==> src/rtl/fuzzy_rule_pkg.sv <==
package fuzzy_rule_pkg;

    localparam int LBL_N = 7;
    localparam int LBL_W = 3;
    localparam int MID   = (LBL_N - 1) / 2;

    // Clamped-sum consequent table; rising selects the +s direction
    function automatic logic [LBL_N*LBL_N*LBL_W-1:0] build_rules(input bit rising);
        logic [LBL_N*LBL_N*LBL_W-1:0] tbl;
        int s;
        int v;
        tbl = '0;
        for (int i = 0; i < LBL_N; i++) begin
            for (int j = 0; j < LBL_N; j++) begin
                s = (i - MID) + (j - MID);
                v = rising ? MID + s : MID - s;
                if (v < 0) v = 0;
                if (v > LBL_N - 1) v = LBL_N - 1;
                tbl[(i*LBL_N+j)*LBL_W +: LBL_W] = LBL_W'(v);
            end
        end
        return tbl;
    endfunction

endpackage

==> src/rtl/fuzzy_rule_terms.sv <==
module fuzzy_rule_terms #(
    parameter int N_LBL = 7,
    localparam int N_RULE = N_LBL * N_LBL
) (
    input  logic              clk,
    input  logic              rst_n,
    input  logic              in_valid,
    input  logic [N_LBL-1:0]  err_lbl,
    input  logic [N_LBL-1:0]  rate_lbl,
    output logic [N_RULE-1:0] terms_q,
    output logic              pair_ok_q,
    output logic              valid_q
);

    logic [N_RULE-1:0] terms_d;

    // One AND gate per rule condition
    for (genvar i = 0; i < N_LBL; i++) begin : g_err
        for (genvar j = 0; j < N_LBL; j++) begin : g_rate
            assign terms_d[i*N_LBL+j] = err_lbl[i] & rate_lbl[j];
        end
    end

    always_ff @(posedge clk or negedge rst_n) begin
        if (!rst_n) begin
            terms_q   <= '0;
            pair_ok_q <= 1'b0;
            valid_q   <= 1'b0;
        end else begin
            terms_q   <= terms_d;
            pair_ok_q <= ($countones(err_lbl) == 1) && ($countones(rate_lbl) == 1);
            valid_q   <= in_valid;
        end
    end

endmodule

==> src/rtl/fuzzy_rule_select.sv <==
module fuzzy_rule_select #(
    parameter int N_LBL = 7,
    parameter int CODE_W = 3,
    localparam int N_RULE = N_LBL * N_LBL,
    parameter logic [N_RULE*CODE_W-1:0] RULES = '0
) (
    input  logic              clk,
    input  logic              rst_n,
    input  logic [N_RULE-1:0] terms,
    input  logic              pair_ok,
    output logic [N_LBL-1:0]  lbl_q
);

    logic [N_LBL-1:0] hit;

    // OR every active rule into the label its consequent names
    always_comb begin
        hit = '0;
        for (int t = 0; t < N_RULE; t++) begin
            for (int k = 0; k < N_LBL; k++) begin
                if (terms[t] && (RULES[t*CODE_W +: CODE_W] == CODE_W'(k))) begin
                    hit[k] = 1'b1;
                end
            end
        end
    end

    always_ff @(posedge clk or negedge rst_n) begin
        if (!rst_n) begin
            lbl_q <= '0;
        end else begin
            lbl_q <= pair_ok ? hit : '0;
        end
    end

endmodule

==> src/rtl/fuzzy_rule_table.sv <==
module fuzzy_rule_table #(
    parameter int N_LBL = fuzzy_rule_pkg::LBL_N,
    parameter int CODE_W = $clog2(N_LBL),
    localparam int N_RULE = N_LBL * N_LBL,
    parameter logic [N_RULE*CODE_W-1:0] LEFT_RULES  = fuzzy_rule_pkg::build_rules(1'b0),
    parameter logic [N_RULE*CODE_W-1:0] RIGHT_RULES = fuzzy_rule_pkg::build_rules(1'b1)
) (
    input  logic             clk,
    input  logic             rst_n,
    input  logic             in_valid,
    input  logic [N_LBL-1:0] err_lbl,
    input  logic [N_LBL-1:0] rate_lbl,
    output logic             out_valid,
    output logic [N_LBL-1:0] left_lbl,
    output logic [N_LBL-1:0] right_lbl
);

    localparam int N_CH = 2;
    localparam logic [N_CH*N_RULE*CODE_W-1:0] ALL_RULES = {RIGHT_RULES, LEFT_RULES};

    logic [N_RULE-1:0]       terms_s1;
    logic                    pair_ok_s1;
    logic                    valid_s1;
    logic [N_LBL-1:0]        ch_lbl [N_CH];

    fuzzy_rule_terms #(.N_LBL(N_LBL)) u_terms (
        .clk       (clk),
        .rst_n     (rst_n),
        .in_valid  (in_valid),
        .err_lbl   (err_lbl),
        .rate_lbl  (rate_lbl),
        .terms_q   (terms_s1),
        .pair_ok_q (pair_ok_s1),
        .valid_q   (valid_s1)
    );

    // One selector per motor channel, channel 0 left
    for (genvar c = 0; c < N_CH; c++) begin : g_ch
        fuzzy_rule_select #(
            .N_LBL  (N_LBL),
            .CODE_W (CODE_W),
            .RULES  (ALL_RULES[c*N_RULE*CODE_W +: N_RULE*CODE_W])
        ) u_sel (
            .clk     (clk),
            .rst_n   (rst_n),
            .terms   (terms_s1),
            .pair_ok (pair_ok_s1),
            .lbl_q   (ch_lbl[c])
        );
    end

    always_ff @(posedge clk or negedge rst_n) begin
        if (!rst_n) begin
            out_valid <= 1'b0;
        end else begin
            out_valid <= valid_s1;
        end
    end

    assign left_lbl  = ch_lbl[0];
    assign right_lbl = ch_lbl[1];

endmodule

==> config.mk <==
export PLATFORM = sky130hd
export DESIGN_NAME = fuzzy_rule_table
export DESIGN_NICKNAME = d
export VERILOG_FILES = /design/src/rtl/fuzzy_rule_pkg.sv /design/src/rtl/fuzzy_rule_terms.sv /design/src/rtl/fuzzy_rule_select.sv /design/src/rtl/fuzzy_rule_table.sv
export SDC_FILE = /design/constraint.sdc
export NUM_CORES = 1
export LEC_CHECK = 0
export ABC_AREA = 0
export BUFFER_PORTS_ARGS = -buffer_cell sky130_fd_sc_hd__clkbuf_2
export CAP_MARGIN = 40
export CORE_UTILIZATION = 35
export DETAILED_ROUTE_END_ITERATION = 8
export PLACE_DENSITY = 0.58
export SYNTH_ARGS = -nofsm -noshare
export SYNTH_HDL_FRONTEND = slang
export SYNTH_SLANG_ARGS = --single-unit
==> constraint.sdc <==
create_clock -name clk -period 1.6 [get_ports clk]
set_input_delay 0.08 -clock clk [delete_from_list [all_inputs] [get_ports clk]]
set_output_delay 0.08 -clock clk [all_outputs]
set_load 0.03 [all_outputs]
## After elaboration in Yosys (flattened, before gate mapping)

Cells that the tools add are included.

- Register bits: 66
- Bits in latches: 0
- RAM bits: 0
- Memory bits (read-only): 0
- Output and inout bits: 15
- Memories kept: 0

- Add/subtract/negate cells: 12
- $mul: 0
- Divide/modulo/power cells: 0
- Order comparisons: 0
- Eq/ne operators: 2
- Shifts and indexed selects: 0
- Mux-type cells: 51
- Bitwise operators: 49
- Reduce and logical (&&, ||, !) cells: 1

Operator list:

| kind | number |
|---|---|
| $add A32 B32 Y32 | 4 |
| $add A32 B1 Y32 | 2 |
| $eq A32 B2 Y1 const B | 2 |
| $and A1 B1 Y1 | 49 |
| $mux W1 | 49 |
| $mux W7 | 2 |
| $add A1 B1 Y2 | 6 |
| $logic_and A1 B1 Y1 | 1 |

## Logic depth before layout (Yosys ltp)

Gate-level depths: netlist of the first run.

- Word-level depth: 11
- Depth in mapped cells: 9
- Mapped depth without buffers: 9

## By module

Synthesis of the first run repeated with hierarchy kept, for this count alone.

- Cell total of the unflattened synthesis: 191
- Area, all modules: 2413.6 sq um

Modules (own cells, without submodules):

| module | times used | cells an instance | area an instance (sq um) | seq. area each (sq um) |
|---|---|---|---|---|
| fuzzy_rule_terms | 1 | 128 | 1742.9 | 1276.2 |
| fuzzy_rule_select | 2 | 31 | 322.8 | 175.2 |
| fuzzy_rule_table | 1 | 1 | 25.0 | 25.0 |

## Least setup slack after synthesis of the first run

Ideal clock, no wire load.

- Kind: input to register
- Start: input port err_lbl[0]
- End: register u_terms.pair_ok_q
- Setup time: 94 ps
- Data arrival time: 2046 ps
- Path slack: -540 ps
- Stages on the path: 7
- Cells stage by stage: ha_1 fa_1 ha_1 inv_1 fa_1 a2111o_1 a221oi_2

- Cells in the longest elaborated chain, start to end: 5

RTL lines:

| element | RTL line | RTL |
|---|---|---|
| start, declared | fuzzy_rule_table.sv:11 | `input logic [N_LBL-1:0] err_lbl,` |
| $add A1 B1 Y2 (implied by the code) | fuzzy_rule_terms.sv:31 | `pair_ok_q <= ($countones(err_lbl) == 1) && ($countones(rate_lbl) == 1);` |
| $add A32 B32 Y32 (implied by the code) (2 in series) | fuzzy_rule_terms.sv:31 |  |
| $eq A32 B2 Y1 | fuzzy_rule_terms.sv:31 |  |
| $logic_and A1 B1 Y1 | fuzzy_rule_terms.sv:31 |  |
| end signal, assigned | fuzzy_rule_terms.sv:31 |  |
| end, declared | fuzzy_rule_terms.sv:11 | `output logic pair_ok_q,` |

Every way passes these cells.

## Final worst setup path of the first run

Same ends and word-level chain as after synthesis.

==> flow_metrics.env, run 1 <==
export IMPL_vias_per_cell=4.41
export IMPL_required_ns=1.84
export IMPL_synthCells=177
export IMPL_finalWorstPathRequiredPeriod_ns=1.88
export IMPL_r2r_start="u_terms.terms_q[24]"
export IMPL_power_density_cell_area_mw_per_mm2=1230
export IMPL_placeable_core_region_mm2=0.00635
export IMPL_violations="negative setup slack"
export IMPL_vias=1371
export IMPL_ys_seq_area_share_pct=63.8
export IMPL_antenna_nets_post_route=0
export IMPL_critical_path_reg2reg_endpoint="g_ch[0].u_sel.lbl_q[3]"
export IMPL_drt_initial_drc_count=49
export IMPL_clkTransAtPathRegs_ns=0.06
export IMPL_drv_max_cap_violation_count=0
export IMPL_critical_path_peak_fanout=2
export IMPL_synth_common_cells="sky130_fd_sc_hd__dfrtp_1, sky130_fd_sc_hd__and2_1, sky130_fd_sc_hd__inv_1"
export IMPL_max_clock_freq_mhz=533
export IMPL_synth_most_common_cell="sky130_fd_sc_hd__dfrtp_1"
export IMPL_syn_num_nets=210
export IMPL_critical_path_arrival_ns=2.12
export IMPL_nNetsFinal=262
export IMPL_endpoint_kind="flop"
export IMPL_yosys_warnings=0
export IMPL_crit_family="adder cells"
export IMPL_number_of_global_route_vias_before_repair=1503
export IMPL_setup_violations=1
export IMPL_hpwl_um=3140
export IMPL_most_crowded_layer_gr="met2"
export IMPL_postCtsSetupBuffers=0
export IMPL_syn_to_final_growth_pct=25.5
export IMPL_fraction_of_final_layout_cells_sized_beyond_drive_strength_1_pct=29.1
export IMPL_cellLeakagePower_nw=1.47
export IMPL_final_area_mm2=0.00291
export IMPL_die_area_mm2=0.00694
export IMPL_clkLatencyLatePin_ns=0.33
export IMPL_ioPinCount=32
export IMPL_grt_antenna_before_repair=0
export IMPL_hp_class="primary input to flop"
export IMPL_cts_tree="built"
export IMPL_tritoncts_num_sinks=59
export IMPL_ctsRootBufferMaster="sky130_fd_sc_hd__clkbuf_8"
export IMPL_finalHoldViolations=0
export IMPL_die_h_um=83.3
export IMPL_tritoncts_num_buffers=9
export IMPL_status="complete, but fails checks"
export IMPL_dieWidth_um=83.3
export IMPL_use_met1_pct=18.4
export IMPL_place_ws_ns=-0.643
export IMPL_syn_area_mm2=0.00231
export IMPL_post_synth_main_area_contributors="sky130_fd_sc_hd__dfrtp_1, sky130_fd_sc_hd__and2_1, sky130_fd_sc_hd__ha_1"
export IMPL_timing_critical_path_slowest_cell_delay_ns=0.56
export IMPL_netlist_top_cell_by_area="sky130_fd_sc_hd__dfrtp_1"
export IMPL_routed_wl_um=4610
export IMPL_placementRows=29
export IMPL_cp_cell_sequence="clkbuf_2, ha_4, fa_1, ha_2, inv_1, fa_2, a2111o_1, a221oi_2"
export IMPL_ff2ff_setup_slack_ns=0.61
export IMPL_final_core_util_pct=45.8
export IMPL_cpMaxStageDelayCell="sky130_fd_sc_hd__fa_1"
export IMPL_global_route_usage_total_pct=15.3
export IMPL_grt_pass1_wl_um=7710
export IMPL_start_util_pct=36.5
export IMPL_register_area_mm2=0.00148
export IMPL_global_route_usage_met2_pct=24.8
export IMPL_synth_cell_type_count=15
export IMPL_multiInputGateArea_um2=742
export IMPL_count_of_fill_cells_added_during_filler_insertion=579
export IMPL_depth_of_the_worst_register_to_register_path=2
export IMPL_cts_htree_levels=3
export IMPL_hold_path_startpoint="rate_lbl[6]"
export IMPL_fin_hold_ws_ns=0.133
export IMPL_worst_slew_pin_transition_ns=0.376
export IMPL_final_min_period_over_clock_period_pct=117
export IMPL_fin_skew_ns=0.00384
export IMPL_post_synth_cell_area_avg_um2=13.1
export IMPL_grt_ovfl_total=0
export IMPL_final_max_slew_violation_count=0
export IMPL_setup_repair_after_global_routing_missed_its_margin="true"
export IMPL_post_synthesis_register_bit_count=59
export IMPL_start_kind="primary input"
export IMPL_grt_util_met3_pct=4.47
export IMPL_worstHoldPathCells=3
export IMPL_ir_drop_v=0.000620
export IMPL_drt_pre_antenna_iters=4
export IMPL_antenna_cells_inserted=0
export IMPL_postLayoutSetupSlackWorst_ns=-0.277
export IMPL_port_buffers=31
export IMPL_critical_path_n_buffers_inverters=2
export IMPL_dpl_cell_area_mm2=0.00266
export IMPL_worst_path_class_setup="primary input to flop"
export IMPL_drcViolationCount=0
export IMPL_synth_top_cell_area_share_pct=63.8
export IMPL_worst_slew_margin_rel_pct=74.7
export IMPL_hold_end="u_terms.terms_q[27]"
export IMPL_place_gp_congestion=0.760
export IMPL_pin_count_of_the_biggest_net_entering_global_routing=60
export IMPL_synth_top_flop_cell="sky130_fd_sc_hd__dfrtp_1"
export IMPL_ys_async_sr_fraction_pct=100
export IMPL_synth_edf_count=0
export IMPL_clock_tree_buffer_depth=2
export IMPL_wl_per_cell_um=14.8
## final cells by class
class / count / share of cell area [%]
Clock buffer: 11 / 5.21
Clock inverter: 5 / 2.58
Inverter: 17 / 2.20
Multi-Input combinational cell: 94 / 25.5
Sequential cell: 59 / 50.8
Tap cell: 77 / 3.32
Timing Repair Buffer: 48 / 10.3
## where the power goes
group	switching (W)	internal, W	total, W
clock network	0.000568	0.000953	0.00152
logic	0.000268	0.000180	0.000448
registers	0.0000235	0.00157	0.00160
total	0.000860	0.00270	0.00356
## logic make-up (layout without fill, tap and decap cells)
logic type / after synthesis / in the layout / share of synthesized area, %
adders and majority gates: 16 / 16 / 10.6
buffers and inverters: 24 / 81 / 5.03
and+or+nand+nor: 68 / 68 / 17.4
DFF: 59 / 59 / 63.8
AOI/OAI and AO/OA: 10 / 10 / 3.24
## worst min-delay path, delay by kind of cell
family | cells | cell delay (ns)
AND/OR/NAND/NOR | 1 | 0.12
buffers and inverters | 2 | 0.23
## layout by cell type (no fill, tap or decap)
cell and instances:
sky130_fd_sc_hd__bufinv_16 2, sky130_fd_sc_hd__dfrtp_1 59, sky130_fd_sc_hd__clkbuf_8 11, sky130_fd_sc_hd__a221oi_2 1
sky130_fd_sc_hd__nand2_1 2, sky130_fd_sc_hd__ha_4 1, sky130_fd_sc_hd__clkinv_2 3, sky130_fd_sc_hd__a21oi_1 5
sky130_fd_sc_hd__and2_1 49, sky130_fd_sc_hd__a2111o_1 2, sky130_fd_sc_hd__nor4_1 7, sky130_fd_sc_hd__dlygate4sd3_1 2
sky130_fd_sc_hd__clkbuf_2 31, sky130_fd_sc_hd__a31oi_1 2, sky130_fd_sc_hd__fa_1 4, sky130_fd_sc_hd__ha_2 1
sky130_fd_sc_hd__nand4_1 1, sky130_fd_sc_hd__buf_12 1, sky130_fd_sc_hd__nor2_1 6, sky130_fd_sc_hd__ha_1 8
sky130_fd_sc_hd__buf_4 14, sky130_fd_sc_hd__fa_2 2, sky130_fd_sc_hd__inv_2 1, sky130_fd_sc_hd__inv_1 16
sky130_fd_sc_hd__nor3_1 3
## how the worst max path moves through the flow
stage	slack, ns	startpoint	to	cells after the start
6_report	-0.28	err_lbl[0]	u_terms.pair_ok_q	8
5_1_grt	-0.40	rate_lbl[2]	u_terms.pair_ok_q	10
4_1_cts	-0.28	err_lbl[0]	u_terms.pair_ok_q	8
3_5_place_dp	-0.64	rate_lbl[0]	u_terms.pair_ok_q	10
3_3_place_gp	-0.56	rate_lbl[2]	u_terms.pair_ok_q	10
2_1_floorplan	-0.39	err_lbl[2]	u_terms.pair_ok_q	7
## flip-flops by register name, indices dropped and copies added, names as in the netlist
signal / cells
u_terms.terms_q: 49
g_ch.u_sel.lbl_q: 7
out_valid: 1
u_terms.pair_ok_q: 1
u_terms.valid_q: 1
## stage by stage
stage,cells,power (W),TNS [ns]
after CTS,311,0.00361,-0.284
after detailed placement,293,0.00207,-0.643
after floorplan,177,0.00188,-0.385
final,311,0.00356,-0.277
after global routing,311,0.00374,-0.396
after global placement,293,0.00206,-0.556
## layer usage
metal / wire [um] / vias up
met5: 0 / -
met4: 85 / 0
met3: 202 / 6
met2: 2340 / 30
met1: 1980 / 672
li1: - / 663
## timing repair
item	4_1_cts	5_1_grt
endpoints found under the setup margin	1	1
resized for setup	0	1
hold endpoints to repair	60	0
hold buffers	2	0
pin swaps	0	0
No activity file was read; power rests on OpenSTA's default activity.
==> inputs of run 2 (changes only) <==
--- a/config.mk
+++ b/config.mk
@@ -10,7 +10,6 @@
 export CAP_MARGIN = 40
 export CORE_UTILIZATION = 35
 export DETAILED_ROUTE_END_ITERATION = 8
-export PLACE_DENSITY = 0.58
 export SYNTH_ARGS = -nofsm -noshare
 export SYNTH_HDL_FRONTEND = slang
 export SYNTH_SLANG_ARGS = --single-unit
==> flow_metrics.env, run 2 (synthesized netlist as in run 1, its figures left out) <==
export IMPL_status="complete, but fails checks"
export IMPL_violations="negative setup slack"
export IMPL_die_area_mm2=0.00694
export IMPL_antenna_nets_post_route=0
export IMPL_finalHoldViolations=0
export IMPL_clock_tree_buffer_depth=2
export IMPL_place_gp_congestion=0.754
export IMPL_final_max_slew_violation_count=0
export IMPL_worst_slew_margin_rel_pct=72.4
export IMPL_dpl_cell_area_mm2=0.00266
export IMPL_setup_repair_after_global_routing_missed_its_margin="true"
export IMPL_fin_skew_ns=0.0102
export IMPL_commonest_non_fill_non_tap_cell_in_the_layout="sky130_fd_sc_hd__dfrtp_1"
export IMPL_cellLeakagePower_nw=1.45
export IMPL_fin_hold_ws_ns=0.146
export IMPL_antenna_cells_inserted=0
export IMPL_layout_cells_most_common_list="sky130_fd_sc_hd__dfrtp_1, sky130_fd_sc_hd__and2_1, sky130_fd_sc_hd__clkbuf_2"
export IMPL_drv_max_cap_violation_count=0
export IMPL_cts_tree="built"
export IMPL_ctsRootBufferMaster="sky130_fd_sc_hd__clkbuf_8"
export IMPL_required_ns=1.84
export IMPL_fraction_of_final_layout_cells_sized_beyond_drive_strength_1_pct=30.6
export IMPL_largest_reg_flops=49
export IMPL_vias_per_cell=4.47
export IMPL_global_route_usage_total_pct=14.7
export IMPL_setup_violations=1
export IMPL_pin_count_of_the_biggest_net_entering_global_routing=60
export IMPL_die_h_um=83.3
export IMPL_syn_to_final_growth_pct=25.6
export IMPL_grt_antenna_before_repair=0
export IMPL_nNetsFinal=263
export IMPL_placementRows=29
export IMPL_count_of_fill_cells_added_during_filler_insertion=564
export IMPL_wl_per_cell_um=13.8
export IMPL_endpoint_kind="flop"
export IMPL_port_buffers=31
export IMPL_power_density_cell_area_mw_per_mm2=1150
export IMPL_routed_wl_um=4310
export IMPL_dieWidth_um=83.3
export IMPL_tritoncts_num_sinks=59
export IMPL_clkLatencyLatePin_ns=0.33
export IMPL_ff2ff_setup_slack_ns=0.60
export IMPL_ir_drop_v=0.000612
export IMPL_tritoncts_num_buffers=9
export IMPL_hpwl_um=3080
export IMPL_number_of_global_route_vias_before_repair=1453
export IMPL_max_clock_freq_mhz=545
export IMPL_top_regs="u_terms.terms_q (49), g_ch.u_sel.lbl_q (7)"
export IMPL_start_util_pct=36.5
export IMPL_drcViolationCount=0
export IMPL_ioPinCount=32
export IMPL_register_area_mm2=0.00148
export IMPL_finalWorstPathRequiredPeriod_ns=1.83
export IMPL_drt_initial_drc_count=97
export IMPL_cts_htree_levels=3
export IMPL_start_kind="primary input"
export IMPL_worst_path_class_setup="primary input to flop"
export IMPL_grt_pass1_wl_um=7490
export IMPL_critical_path_arrival_ns=2.08
export IMPL_largest_register="u_terms.terms_q"
export IMPL_drt_pre_antenna_iters=4
export IMPL_multiInputGateArea_um2=769
export IMPL_grt_ovfl_total=0
export IMPL_critical_path_peak_fanout=2
export IMPL_placeable_core_region_mm2=0.00635
export IMPL_vias=1395
export IMPL_final_min_period_over_clock_period_pct=115
export IMPL_finalSetupTns_ns=-0.234
export IMPL_clkTransAtPathRegs_ns=0.07
export IMPL_worst_slew_pin_transition_ns=0.410
export IMPL_final_area_mm2=0.00291
export IMPL_hp_class="primary input to flop"
export IMPL_postLayoutSetupSlackWorst_ns=-0.234
-- run 2: changes by cell type in the layout (fill, tap and decap cells not counted), sizes merged --
cell | previous run | this run
bufinv | 2 | 1
buf | 15 | 16
clkinvlp | 0 | 1
-- run 2: metrics by stage --
step | utilization (%) | power (W) | std cells | setup WS, ns
2_1_floorplan | - | 0.00188 | 177 | -0.385
3_3_place_gp | 41.9 | 0.00206 | 293 | -0.576
3_5_place_dp | 41.9 | 0.00207 | 293 | -0.608
4_1_cts | 45.2 | 0.00340 | 311 | -0.252
5_1_grt | 45.8 | 0.00354 | 312 | -0.290
6_report | 45.8 | 0.00335 | 312 | -0.234
-- run 2: worst paths after layout --
check	startpoint	to	cells after the start
max	rate_lbl[1]	u_terms.pair_ok_q	10
min	rate_lbl[6]	u_terms.terms_q[13]	3
max reg2reg	u_terms.terms_q[24]	g_ch[0].u_sel.lbl_q[3]	2
min reg2reg	u_terms.valid_q	out_valid	0
max in group asynchronous	rst_n	u_terms.terms_q[47]	3
min in group asynchronous	rst_n	u_terms.terms_q[32]	3
-- run 2: repair_timing --
item | 4_1_cts | 5_1_grt
pin swaps | 0 | 1
setup buffers | 0 | 1
setup endpoints to repair | 1 | 1
hold buffers | 2 | 0
resized for setup | 0 | 5
hold endpoints to repair | 60 | 0
-- run 2: area by class of cell --
type / instances / share of cell area (%)
Tap cell: 77 / 3.31
Multi-Input combinational cell: 94 / 26.5
Inverter: 17 / 2.19
Sequential cell: 59 / 50.8
Clock inverter: 5 / 1.81
Timing Repair Buffer: 49 / 10.6
Clock buffer: 11 / 4.86
-- run 2: power breakdown --
part / internal (W) / switching, W
Combinational: 0.000189 / 0.000266
Sequential: 0.00157 / 0.0000237
Clock: 0.000753 / 0.000551
-- run 2: critical path: stages --
cell and delay [ns]:
sky130_fd_sc_hd__clkbuf_2 0.12, sky130_fd_sc_hd__ha_4 0.27, sky130_fd_sc_hd__inv_2 0.03, sky130_fd_sc_hd__fa_1 0.44, sky130_fd_sc_hd__inv_1 0.07, sky130_fd_sc_hd__ha_2 0.17
sky130_fd_sc_hd__inv_1 0.05, sky130_fd_sc_hd__fa_2 0.33, sky130_fd_sc_hd__a2111o_1 0.31, sky130_fd_sc_hd__a221oi_2 0.21
-- run 2: per-layer routing --
metal  GRT usage, %  up-vias  wire length, um
met4           6.74        0               76
li1               -      666                -
met3           5.17        8              162
met1           18.5      693             1920
met2           22.8       28             2160
met5              0        -                0
